--- src/rtl/evt_cnt_pkg.sv ---
package evt_cnt_pkg;
  parameter int unsigned DEF_LOW_W  = 16;
  parameter int unsigned DEF_HIGH_W = 16;
  parameter int unsigned DEF_SYNC_N = 2;

  typedef struct packed {
    logic cnt;
    logic cap;
    logic zero;
  } strobe_t;
endpackage

--- src/rtl/edge_sync.sv ---
module edge_sync #(
  parameter int unsigned SYNC_N = 2
) (
  input  logic clk_i,
  input  logic rst_ni,
  input  logic async_i,
  output logic rise_o
);
  logic [SYNC_N-1:0] sync_q;
  logic              prev_q;

  always_ff @(posedge clk_i or negedge rst_ni) begin
    if (!rst_ni) begin
      sync_q <= '0;
      prev_q <= 1'b0;
    end else begin
      sync_q <= {sync_q[SYNC_N-2:0], async_i};
      prev_q <= sync_q[SYNC_N-1];
    end
  end

  assign rise_o = sync_q[SYNC_N-1] & ~prev_q;

  // one pulse per transition
  p_single_pulse_r2: assert property (@(posedge clk_i) disable iff (!rst_ni)
    rise_o |=> !rise_o);
endmodule

--- src/rtl/split_counter.sv ---
module split_counter #(
  parameter int unsigned LOW_W  = 16,
  parameter int unsigned HIGH_W = 16
) (
  input  logic                    clk_i,
  input  logic                    rst_ni,
  input  logic                    inc_i,
  input  logic                    clr_i,
  output logic [LOW_W+HIGH_W-1:0] count_o
);
  logic [LOW_W-1:0]  low_q;
  logic [HIGH_W-1:0] high_q;
  logic              carry;

  assign carry = inc_i & (&low_q);

  always_ff @(posedge clk_i or negedge rst_ni) begin
    if (!rst_ni) begin
      low_q  <= '0;
      high_q <= '0;
    end else if (clr_i) begin
      // keep a coincident edge
      low_q  <= LOW_W'(inc_i);
      high_q <= '0;
    end else begin
      if (inc_i) low_q  <= low_q + 1'b1;
      if (carry) high_q <= high_q + 1'b1;
    end
  end

  assign count_o = {high_q, low_q};

  p_carry_same_cycle_r3: assert property (@(posedge clk_i) disable iff (!rst_ni)
    (inc_i && !clr_i && (&low_q)) |=> (low_q == '0) && (high_q == HIGH_W'($past(high_q) + 1'b1)));
  p_clear_r5: assert property (@(posedge clk_i) disable iff (!rst_ni)
    (clr_i && !inc_i) |=> (count_o == '0));
  p_clear_keep_edge_r6: assert property (@(posedge clk_i) disable iff (!rst_ni)
    (clr_i && inc_i) |=> (high_q == '0) && (low_q == LOW_W'(1)));
  p_no_lost_edge_r10: assert property (@(posedge clk_i) disable iff (!rst_ni)
    (inc_i && !clr_i) |=> (count_o != $past(count_o)));
endmodule

--- src/rtl/snap_hold.sv ---
module snap_hold #(
  parameter int unsigned W = 32
) (
  input  logic         clk_i,
  input  logic         rst_ni,
  input  logic         cap_i,
  input  logic         ack_i,
  input  logic [W-1:0] live_i,
  output logic [W-1:0] snap_o,
  output logic         valid_o,
  output logic         overrun_o
);
  always_ff @(posedge clk_i or negedge rst_ni) begin
    if (!rst_ni) begin
      snap_o    <= '0;
      valid_o   <= 1'b0;
      overrun_o <= 1'b0;
    end else begin
      if (cap_i) snap_o <= live_i;
      valid_o   <= cap_i | (valid_o & ~ack_i);
      overrun_o <= ~ack_i & (overrun_o | (cap_i & valid_o));
    end
  end

  p_snap_takes_live_r7: assert property (@(posedge clk_i) disable iff (!rst_ni)
    cap_i |=> valid_o && (snap_o == $past(live_i)));
  p_snap_holds_r7: assert property (@(posedge clk_i) disable iff (!rst_ni)
    !cap_i |=> $stable(snap_o));
  p_overrun_r9: assert property (@(posedge clk_i) disable iff (!rst_ni)
    (cap_i && valid_o && !ack_i) |=> overrun_o);
  p_ack_clears_r9: assert property (@(posedge clk_i) disable iff (!rst_ni)
    (ack_i && !cap_i) |=> !valid_o && !overrun_o);
endmodule

--- src/rtl/evt_capture_counter.sv ---
module evt_capture_counter
  import evt_cnt_pkg::*;
#(
  parameter int unsigned LOW_W  = DEF_LOW_W,
  parameter int unsigned HIGH_W = DEF_HIGH_W,
  parameter int unsigned SYNC_N = DEF_SYNC_N
) (
  input  logic                    clk_i,
  input  logic                    rst_ni,
  input  logic                    cnt_i,
  input  logic                    cap_i,
  input  logic                    zero_i,
  input  logic                    ack_i,
  output logic [LOW_W+HIGH_W-1:0] count_o,
  output logic [LOW_W+HIGH_W-1:0] snap_o,
  output logic                    snap_valid_o,
  output logic                    overrun_o
);
  localparam int unsigned CW = LOW_W + HIGH_W;
  localparam int unsigned NS = $bits(strobe_t);

  strobe_t         raw, rise;
  logic [NS-1:0]   raw_v, rise_v;
  logic [CW-1:0]   live;

  assign raw.cnt  = cnt_i;
  assign raw.cap  = cap_i;
  assign raw.zero = zero_i;
  assign raw_v    = raw;
  assign rise     = rise_v;

  for (genvar g = 0; g < NS; g++) begin : g_sync
    edge_sync #(.SYNC_N(SYNC_N)) u_sync (
      .clk_i  (clk_i),
      .rst_ni (rst_ni),
      .async_i(raw_v[g]),
      .rise_o (rise_v[g])
    );
  end

  split_counter #(.LOW_W(LOW_W), .HIGH_W(HIGH_W)) u_cnt (
    .clk_i  (clk_i),
    .rst_ni (rst_ni),
    .inc_i  (rise.cnt),
    .clr_i  (rise.zero),
    .count_o(live)
  );

  snap_hold #(.W(CW)) u_snap (
    .clk_i    (clk_i),
    .rst_ni   (rst_ni),
    .cap_i    (rise.cap),
    .ack_i    (ack_i),
    .live_i   (live),
    .snap_o   (snap_o),
    .valid_o  (snap_valid_o),
    .overrun_o(overrun_o)
  );

  assign count_o = live;

  // snapshot taken alongside a clear sees the old count
  p_cap_before_clear_r8: assert property (@(posedge clk_i) disable iff (!rst_ni)
    (rise.cap && rise.zero) |=> (snap_o == $past(live)));
endmodule

--- config.mk ---
export PLATFORM = sky130hd
export DESIGN_NAME = evt_capture_counter
export DESIGN_NICKNAME = d
export VERILOG_FILES = /design/src/rtl/evt_cnt_pkg.sv /design/src/rtl/edge_sync.sv /design/src/rtl/split_counter.sv /design/src/rtl/snap_hold.sv /design/src/rtl/evt_capture_counter.sv
export SDC_FILE = /design/constraint.sdc
export NUM_CORES = 1
export LEC_CHECK = 0
export BUFFER_PORTS_ARGS = -buffer_cell sky130_fd_sc_hd__buf_2
export CAP_MARGIN = 40
export CORE_MARGIN = 2
export CORE_UTILIZATION = 35
export CTS_CLUSTER_SIZE = 20
export DETAILED_ROUTE_END_ITERATION = 12
export SKIP_CTS_REPAIR_TIMING = 1
export SYNTH_ARGS = -nofsm -noshare
export SYNTH_HDL_FRONTEND = slang
export SYNTH_HIERARCHICAL = 1
export SYNTH_SLANG_ARGS = --single-unit
--- constraint.sdc ---
create_clock -name clk_i -period 2.05 [get_ports clk_i]
set_input_delay 0.1025 -clock clk_i [delete_from_list [all_inputs] [get_ports clk_i]]
set_output_delay 0.1025 -clock clk_i [all_outputs]
set_load 0.02 [all_outputs]
[Word level (Yosys, flattened, before mapping)]
Cells that the tools add are included.
Word-level totals
  bits in registers: 75
Operators by class
  add/subtract/negate cells: 2
  multiplexer cells: 4
  bitwise gates (word level): 13
  reductions and logical operators: 3
Operators with widths (count)
  16-bit two-way mux: 4
  16-bit by 1-bit adder with 16-bit output, second input constant: 2
  16-bit AND reduction: 1
  1-bit AND: 7
  1-bit NOT: 4
  2-bit nonzero test: 2
  1-bit bitwise OR: 2

[Longest topological paths before layout]
Gate-level depths: netlist (run 1).
  depth after elaboration: 5
  depth in mapped cells: 6
  gate-level depth less buffers: 5

[Modules after synthesis]
The synthesis (run 1) kept the hierarchy.
Modules (own cells, without submodules)
  split_counter: times used 1, cells each 189, area each 1754.2 µm², sequential area each 800.8 µm²
  snap_hold: times used 1, cells each 74, area each 1407.6 µm², sequential area each 850.8 µm²
  edge_sync: times used 3, cells each 4, area each 88.8 µm², sequential area each 75.1 µm²

[Worst setup path before layout (run 1)]
No wires, ideal clock.
  path type: reg-to-reg
  start: register u_cnt.low_q[1]
  end: register u_cnt.high_q[11]
  data arrival time: 2.182 ns
  data required time: 1.925 ns
  path slack: -0.257 ns
  stages on the path, launching flop included: 7
  path buffers: 1
  period minus slack after synthesis: 2.307 ns
  cell sequence: dfrtp_1 ha_1 nand4_1 buf_2 or4_1 nor4_1 mux2_2
On the way
  cells in the longest elaborated chain, start to end: 3
RTL lines
  start, declared: RTL line split_counter.sv:11  | logic [LOW_W-1:0] low_q;
  start signal, assigned: RTL line split_counter.sv:23  | low_q <= LOW_W'(inc_i);
  start signal, assigned: RTL line split_counter.sv:26  | if (inc_i) low_q <= low_q + 1'b1;
  16-bit AND reduction: RTL line split_counter.sv:15  | assign carry = inc_i & (&low_q);
  1-bit AND: RTL line split_counter.sv:15
  2-bit nonzero test (no line)
  end signal, assigned: RTL line split_counter.sv:27  | if (carry) high_q <= high_q + 1'b1;
  end, declared: RTL line split_counter.sv:12  | logic [HIGH_W-1:0] high_q;
Every way passes these cells.
A chain may end at the register's enable or synchronous reset.

==> reports/metrics.yaml, run 1 <==
yosys:
  synthArstFlopShare_pct: 100
  syn-num-nets: 283
  synth.avg_cell_area_um2: 12.5
  synth_commonest_cells: "75 x dfrtp_1, 28 x mux2_4, 23 x nor2_1, 14 x a21oi_1, 13 x nand4_1"
  yosysTopAreaCellShare_pct: 54.7
  synth_edf_count: 0
  synth_cell_types: 36
  synth_area_leaders: "dfrtp_1 55%, mux2_4 12%, mux2_2 3.9%, nor2_1 2.5%, nand4_1 2.4%"
  synth_cells: 275
  ys_warn_count: 6
  ys_seq_elements: 75
  syn_area_mm2: 0.00343
  synth_top_area_cell: "dfrtp_1"
  synth_most_common_cell: "dfrtp_1"
  synth_ff_type: "dfrtp_1"
  synth_seq_area_share_pct: 54.7
global_routing:
  grt_pass1_vias: 2386
  grt_pass1_wl_mm: 12.1
  overflow: 0
  grt_max_degree: 42
  grt_antenna_before_repair: 0
  grt.total_usage_pct: 14.9
run_status:
  failed_checks: "setup timing"
  outcome: "finished with violations"
sta:
  worstMarginPinSlew_ns: 0.511
  post-route-min-period_ns: 2.06
  rsz0062_at_grt: "true"
  post-route-period-util_pct: 100
  slew_violations: 0
  relSlewSlack_pct: 65.8
  fmax_mhz: 486
  skew_ns: 0.0113
  setup_slack_ns: -0.00698
  setup_viol_count_final: 1
  finalHoldViolCount: 0
clock_network:
  cts.clk_slew.worst_paths_ns: 0.08
  clk_latency_ns: 0.36
  cts_buffers: 9
  cts_tree: "done"
  cts.sinks: 75
  cts-root-buf: "clkbuf_8"
  clk_path_buf_depth: 2
  htree_levels: 3
pwr:
  ir_worst_vdd_mv: 0.497
  power.density_mw_per_mm2: 698
  p_leak_nw: 2.29
  finalPower_mw: 3.15
cells_and_area:
  nets: 394
  drive_above_1_share_pct: 47.8
  area_delta_synth_final_pct: 31.7
  instances_no_fill: 524
  utilization_pct: 46.8
  fillers: 929
  n_antenna_cell: 0
setup_path:
  worstSetupEndpointType: "register"
  crit_path_start_kind: "register"
  path_class: "register to register"
  crit_fanout: 4
  r2r_start: "g_sync[2].u_sync/prev_q"
  crit_start: "g_sync[2].u_sync/prev_q"
  arrival_ns: 2.30
  worstPathRequired_ns: 2.29
routing:
  viasPerCell: 4.77
  route.detailed.wl_per_inst_um: 14.5
  drc_errors: 0
  dr.pass1.iters: 4
  antenna_left: 0
  vias: 2501
  drt_wl_total_mm: 7.58
  drt_iter0_markers: 101
placement:
  dp_cells: 501
  gp_congestion: 0.768
  hpwl_mm: 5.08
  io_buffers: 71
  place_ws_ns: -0.145
flow_run:
  drv_cap: 0
die:
  ios: 72
  floorplan.rows: 36
  core_mm2: 0.00964
  die_y_um: 103
  die_area_mm2: 0.0106
  start_util_pct: 35.6
  die_x_um: 103
worst_hold_path:
  hold_class: "primary input to async pin"
routing by layer:
metal	share of wire, %	track usage, %
met5	0	0
met4	1.3	6.98
met3	3.9	3.32
met2	47	22.1
met1	48	20.6
stage by stage:
step	TNS [ns]	instance area, um^2	hold slack (ns)
after floorplan	-0.369	3460	-0.193
after global placement	-0.354	4120	0.211
after detailed placement	-0.620	4140	0.0959
after CTS	-0.833	4370	-0.300
after global routing	-0.268	4520	0.281
final	-0.00698	4520	0.241
power breakdown:
part | switching (mW) | total (mW) | internal (mW)
logic | 0.164 | 0.292 | 0.128
registers | 0.0290 | 1.55 | 1.53
clock network | 0.561 | 1.31 | 0.746
total | 0.755 | 3.15 | 2.40
flip-flops by register name, indices dropped and copies added (netlist names):
name	count
u_snap/overrun_o	1
u_snap/snap_o	32
u_cnt/high_q	16
u_snap/valid_o	1
u_cnt/low_q	16
g_sync.u_sync/prev_q	3
g_sync.u_sync/sync_q	6
worst max-delay path, stage by stage, from the launching register on:
cell	delay, ns
dfrtp_1	0.40
nor2b_4	0.11
nand4_1	0.20
buf_4	0.20
or4_4	0.48
nor4_2	0.19
mux2_2	0.36
logic make-up after synthesis:
family	share of synthesized area (%)
buffers and inverters	3.76
adders and majority gates	0.730
muxes	16.8
and+or+nand+nor	16.6
xor gates and xnor gates	2.30
DFF	54.7
AOI/OAI and AO/OA	5.00
final timing paths:
path                                                   end  slack (ns)  cells past startpoint
max in group asynchronous                   u_cnt/low_q[0]        1.20                      3
worst min-delay path                       u_cnt/low_q[11]        0.24                      2
min in group clk_i              g_sync[0].u_sync/sync_q[1]        0.35                      0
worst min register to register  g_sync[0].u_sync/sync_q[1]        0.35                      0
worst max-delay path                       u_cnt/high_q[9]      -0.007                      6
worst max register to register             u_cnt/high_q[9]      -0.007                      6
layout by cell type, fill, tap and decap left out, types with 4 or more instances in the layout:
cell	netlist	layout
xnor2_1	6	6
mux2_2	12	10
buf_2	1	70
nand4_1	13	13
dfrtp_1	75	72
a21oi_1	14	12
nand3_1	7	7
nor2b_1	9	9
o31ai_1	4	4
mux2_4	28	31
nand2_1	11	11
o21ai_0	4	4
buf_4	0	35
or4_4	1	4
dlygate4sd3_1	0	5
clkbuf_8	0	11
inv_1	8	8
nor2_1	23	23
final cells by class:
class	instances	area, um^2	share of cell area, %
Clock buffer	11	151	3.35
Clock inverter	5	75.1	1.66
Inverter	8	30.0	0.665
Multi-Input combinational cell	181	1530	33.9
Sequential cell	75	1880	41.6
Tap cell	133	166	3.69
Timing Repair Buffer	111	683	15.1
Power figures use the tool's default switching activity.
==> run 2: changes to the inputs <==
- CORE_UTILIZATION: 35 -> 49
- PLACE_DENSITY: unset -> 0.76
- SETUP_SLACK_MARGIN: unset -> 0.02
==> run 2 against run 1 <==
Net effect:
- the run still ends with setup timing left
- combinational power about the same
- critical path depth down 1
- hold slack better by 0.093 ns
==> reports/metrics.yaml, run 2 (synthesized netlist as in run 1, its figures left out) <==
sta:
  relSlewSlack_pct: 51.4  # -14 points
  post-route-min-period_ns: 2.14  # +0.0794 ns
  slew_violations: 0  # unchanged
  post-route-period-util_pct: 104  # +3.9 points
  skew_ns: 0.0108  # -0.000563 ns
  rsz0062_at_grt: "true"
  finalHoldViolCount: 0  # unchanged
  setup_slack_ns: -0.0864  # -0.0794 ns
  worstMarginPinSlew_ns: 0.729  # +0.218 ns
  setup_viol_count_final: 6  # +5
  fmax_mhz: 468  # -3.7%
setup_path:
  crit_path_frequent_cell: "or4_4"
  ff2ff_path_depth: 5  # -1
  r2r_slack_ns: -0.09  # -0.08 ns
  slowest_stage: "or4_4"
  cp_top_family: "simple AND/OR/NAND/NOR gates"
  worstPathRequired_ns: 2.29  # about the same
  crit_path_max_incr_delay_ns: 0.57  # +0.09 ns
  worst-path-buf-inv: 0  # -1
  crit_path_start_kind: "register"
  path_class: "register to register"
  worstSetupEndpointType: "register"
  crit_fanout: 4  # unchanged
  critical_path.cell_chain: "ha_4, nand4_1, or4_4, or4_4, mux2_4"
  r2r-end: "u_cnt/high_q[14]"
  r2r_start: "u_cnt/low_q[1]"
  arrival_ns: 2.37  # +0.07 ns
die:
  floorplan.rows: 30  # -17%
  ios: 72  # unchanged
  start_util_pct: 50.5  # +15 points
  die_area_mm2: 0.00768  # -28%
  core_mm2: 0.00679  # -30%
  die_y_um: 87.6  # -15%
  die_x_um: 87.6  # -15%
routing:
  antenna_left: 0  # unchanged
  vias: 2583  # +3.3%
  drc_errors: 0  # unchanged
  drt_iter0_markers: 119  # +18%
  drt_wl_total_mm: 7.26  # -4.2%
  dr.pass1.iters: 4  # unchanged
  route.detailed.wl_per_inst_um: 14.9  # +3.1%
  viasPerCell: 5.30  # +11%
clock_network:
  clk_latency_ns: 0.35  # about the same
  cts_buffers: 9  # unchanged
  cts.sinks: 75  # unchanged
  clk_path_buf_depth: 2  # unchanged
  cts-root-buf: "clkbuf_8"
  cts.clk_slew.worst_paths_ns: 0.08  # about the same
  htree_levels: 3  # unchanged
  cts_tree: "done"
cells_and_area:
  fillers: 490  # -47%
  n_antenna_cell: 0  # unchanged
  multi_input_area_mm2: 0.00154  # +0.90%
  register_area_mm2: 0.00188  # +0.13%
  utilization_pct: 66.2  # +19 points
  stdcell_area_mm2: 0.00450  # -0.36%
  reg.largest.list: "u_snap/snap_o (32), u_cnt/high_q (16), u_cnt/low_q (16)"
  drive_above_1_share_pct: 47.6  # -0.26 points
  final_cell_mix: "70 x dfrtp_1, 70 x buf_2, 35 x buf_4"
  nets: 394  # unchanged
  area_delta_synth_final_pct: 31.2
  regMostFlops: "u_snap/snap_o"
  largest_reg_flops: 32  # unchanged
global_routing:
  grt.total_usage_pct: 19.5  # +4.6 points
  overflow: 0  # unchanged
  grt_pass1_wl_mm: 11.3  # -6.2%
  grt_max_degree: 60  # +43%
  grt_pass1_vias: 2385  # -0.042%
  grt_antenna_before_repair: 0  # unchanged
run_status:
  failed_checks: "setup timing"
  outcome: "finished with violations"
pwr:
  pwr-share-clk_pct: 42.1  # +0.6 points
  p_sw_share_pct: 23.0  # -0.95 points
  ir_worst_vdd_mv: 0.419  # -16%
  finalPower_mw: 3.20  # +1.3%
  p_leak_nw: 2.31  # +1.1%
  switchingPower_uw: 734  # -2.7%
  p_seq_share_pct: 48.6  # -0.7 points
  p_int_mw: 2.46  # +2.6%
  p_comb_share_pct: 9.2  # about the same
  power.density_mw_per_mm2: 710  # +1.7%
placement:
  io_buffers: 71  # unchanged
  postPlaceCellArea_mm2: 0.00410  # -1.1%
  gp_congestion: 0.774  # +0.81%
  hpwl_mm: 4.86  # -4.4%
flow_run:
  drv_cap: 0  # unchanged
worst_hold_path:
  hold_class: "primary input to async pin"
## run 2: cell types whose count changed in the layout (fill, tap and decap cells not counted), moves of 2 or more
cell      change
a21oi_1       +2
nor4_4        +2
dfrtp_2       +2
dfrtp_1       -2
mux2_2        -2
mux2_4        +2
a21oi_2       -2
nor4_2        -2
clkbuf_8      -2
## run 2: worst reg2reg max path, stage by stage, from the launching register on
cell     delay (ns)
dfrtp_2        0.39
ha_4           0.14
nand4_1        0.18
or4_4          0.57
or4_4          0.44
mux2_4         0.31
## run 2: cell type report
class | instances | area share [%]
clock buffers | 9 | 2.75
clock inverters | 7 | 2.59
inverters | 8 | 0.667
multi-input cells | 181 | 34.3
flip-flops and latches | 75 | 41.9
well taps | 96 | 2.67
repair buffers | 111 | 15.2
## run 2: routing by layer
layer / GRT usage, % / part of all wire, %
met2: 29.6 / 49
met1: 26.2 / 44
met5: 0 / 0
met3: 4.62 / 5.2
met4: 10.1 / 1.7
## run 2: power by group through the flow
stage	Combinational, mW	Sequential, mW	Clock, mW
2_1_floorplan	0.119	1.64	0
6_report	0.295	1.55	1.35
5_1_grt	0.321	1.56	1.45
3_5_place_dp	0.289	1.58	0
3_3_place_gp	0.281	1.58	0
4_1_cts	0.291	1.56	1.37
## run 2: worst max-delay path by stage
stage                       endpoint  slack (ns)  cells after the start      startpoint
floorplan           u_cnt/high_q[14]       -0.08                      5  u_cnt/low_q[1]
CTS                 u_cnt/high_q[15]       -0.17                      6  u_cnt/low_q[1]
global route        u_cnt/high_q[15]       -0.14                      6  u_cnt/low_q[1]
finish              u_cnt/high_q[14]       -0.09                      5  u_cnt/low_q[1]
detailed placement  u_cnt/high_q[15]       -0.17                      6  u_cnt/low_q[1]
global placement    u_cnt/high_q[11]       -0.06                      6  u_cnt/low_q[1]
## run 2: per-stage QoR
stage | hold WS [ns] | setup TNS (ns) | worst slack, ns | std cells
floorplan | -0.193 | -0.369 | -0.0802 | 275
global placement | 0.211 | -0.283 | -0.0622 | 464
CTS | -0.177 | -0.777 | -0.172 | 480
detailed placement | 0.212 | -0.680 | -0.172 | 464
finish | 0.334 | -0.315 | -0.0864 | 487
global route | 0.358 | -0.776 | -0.143 | 487
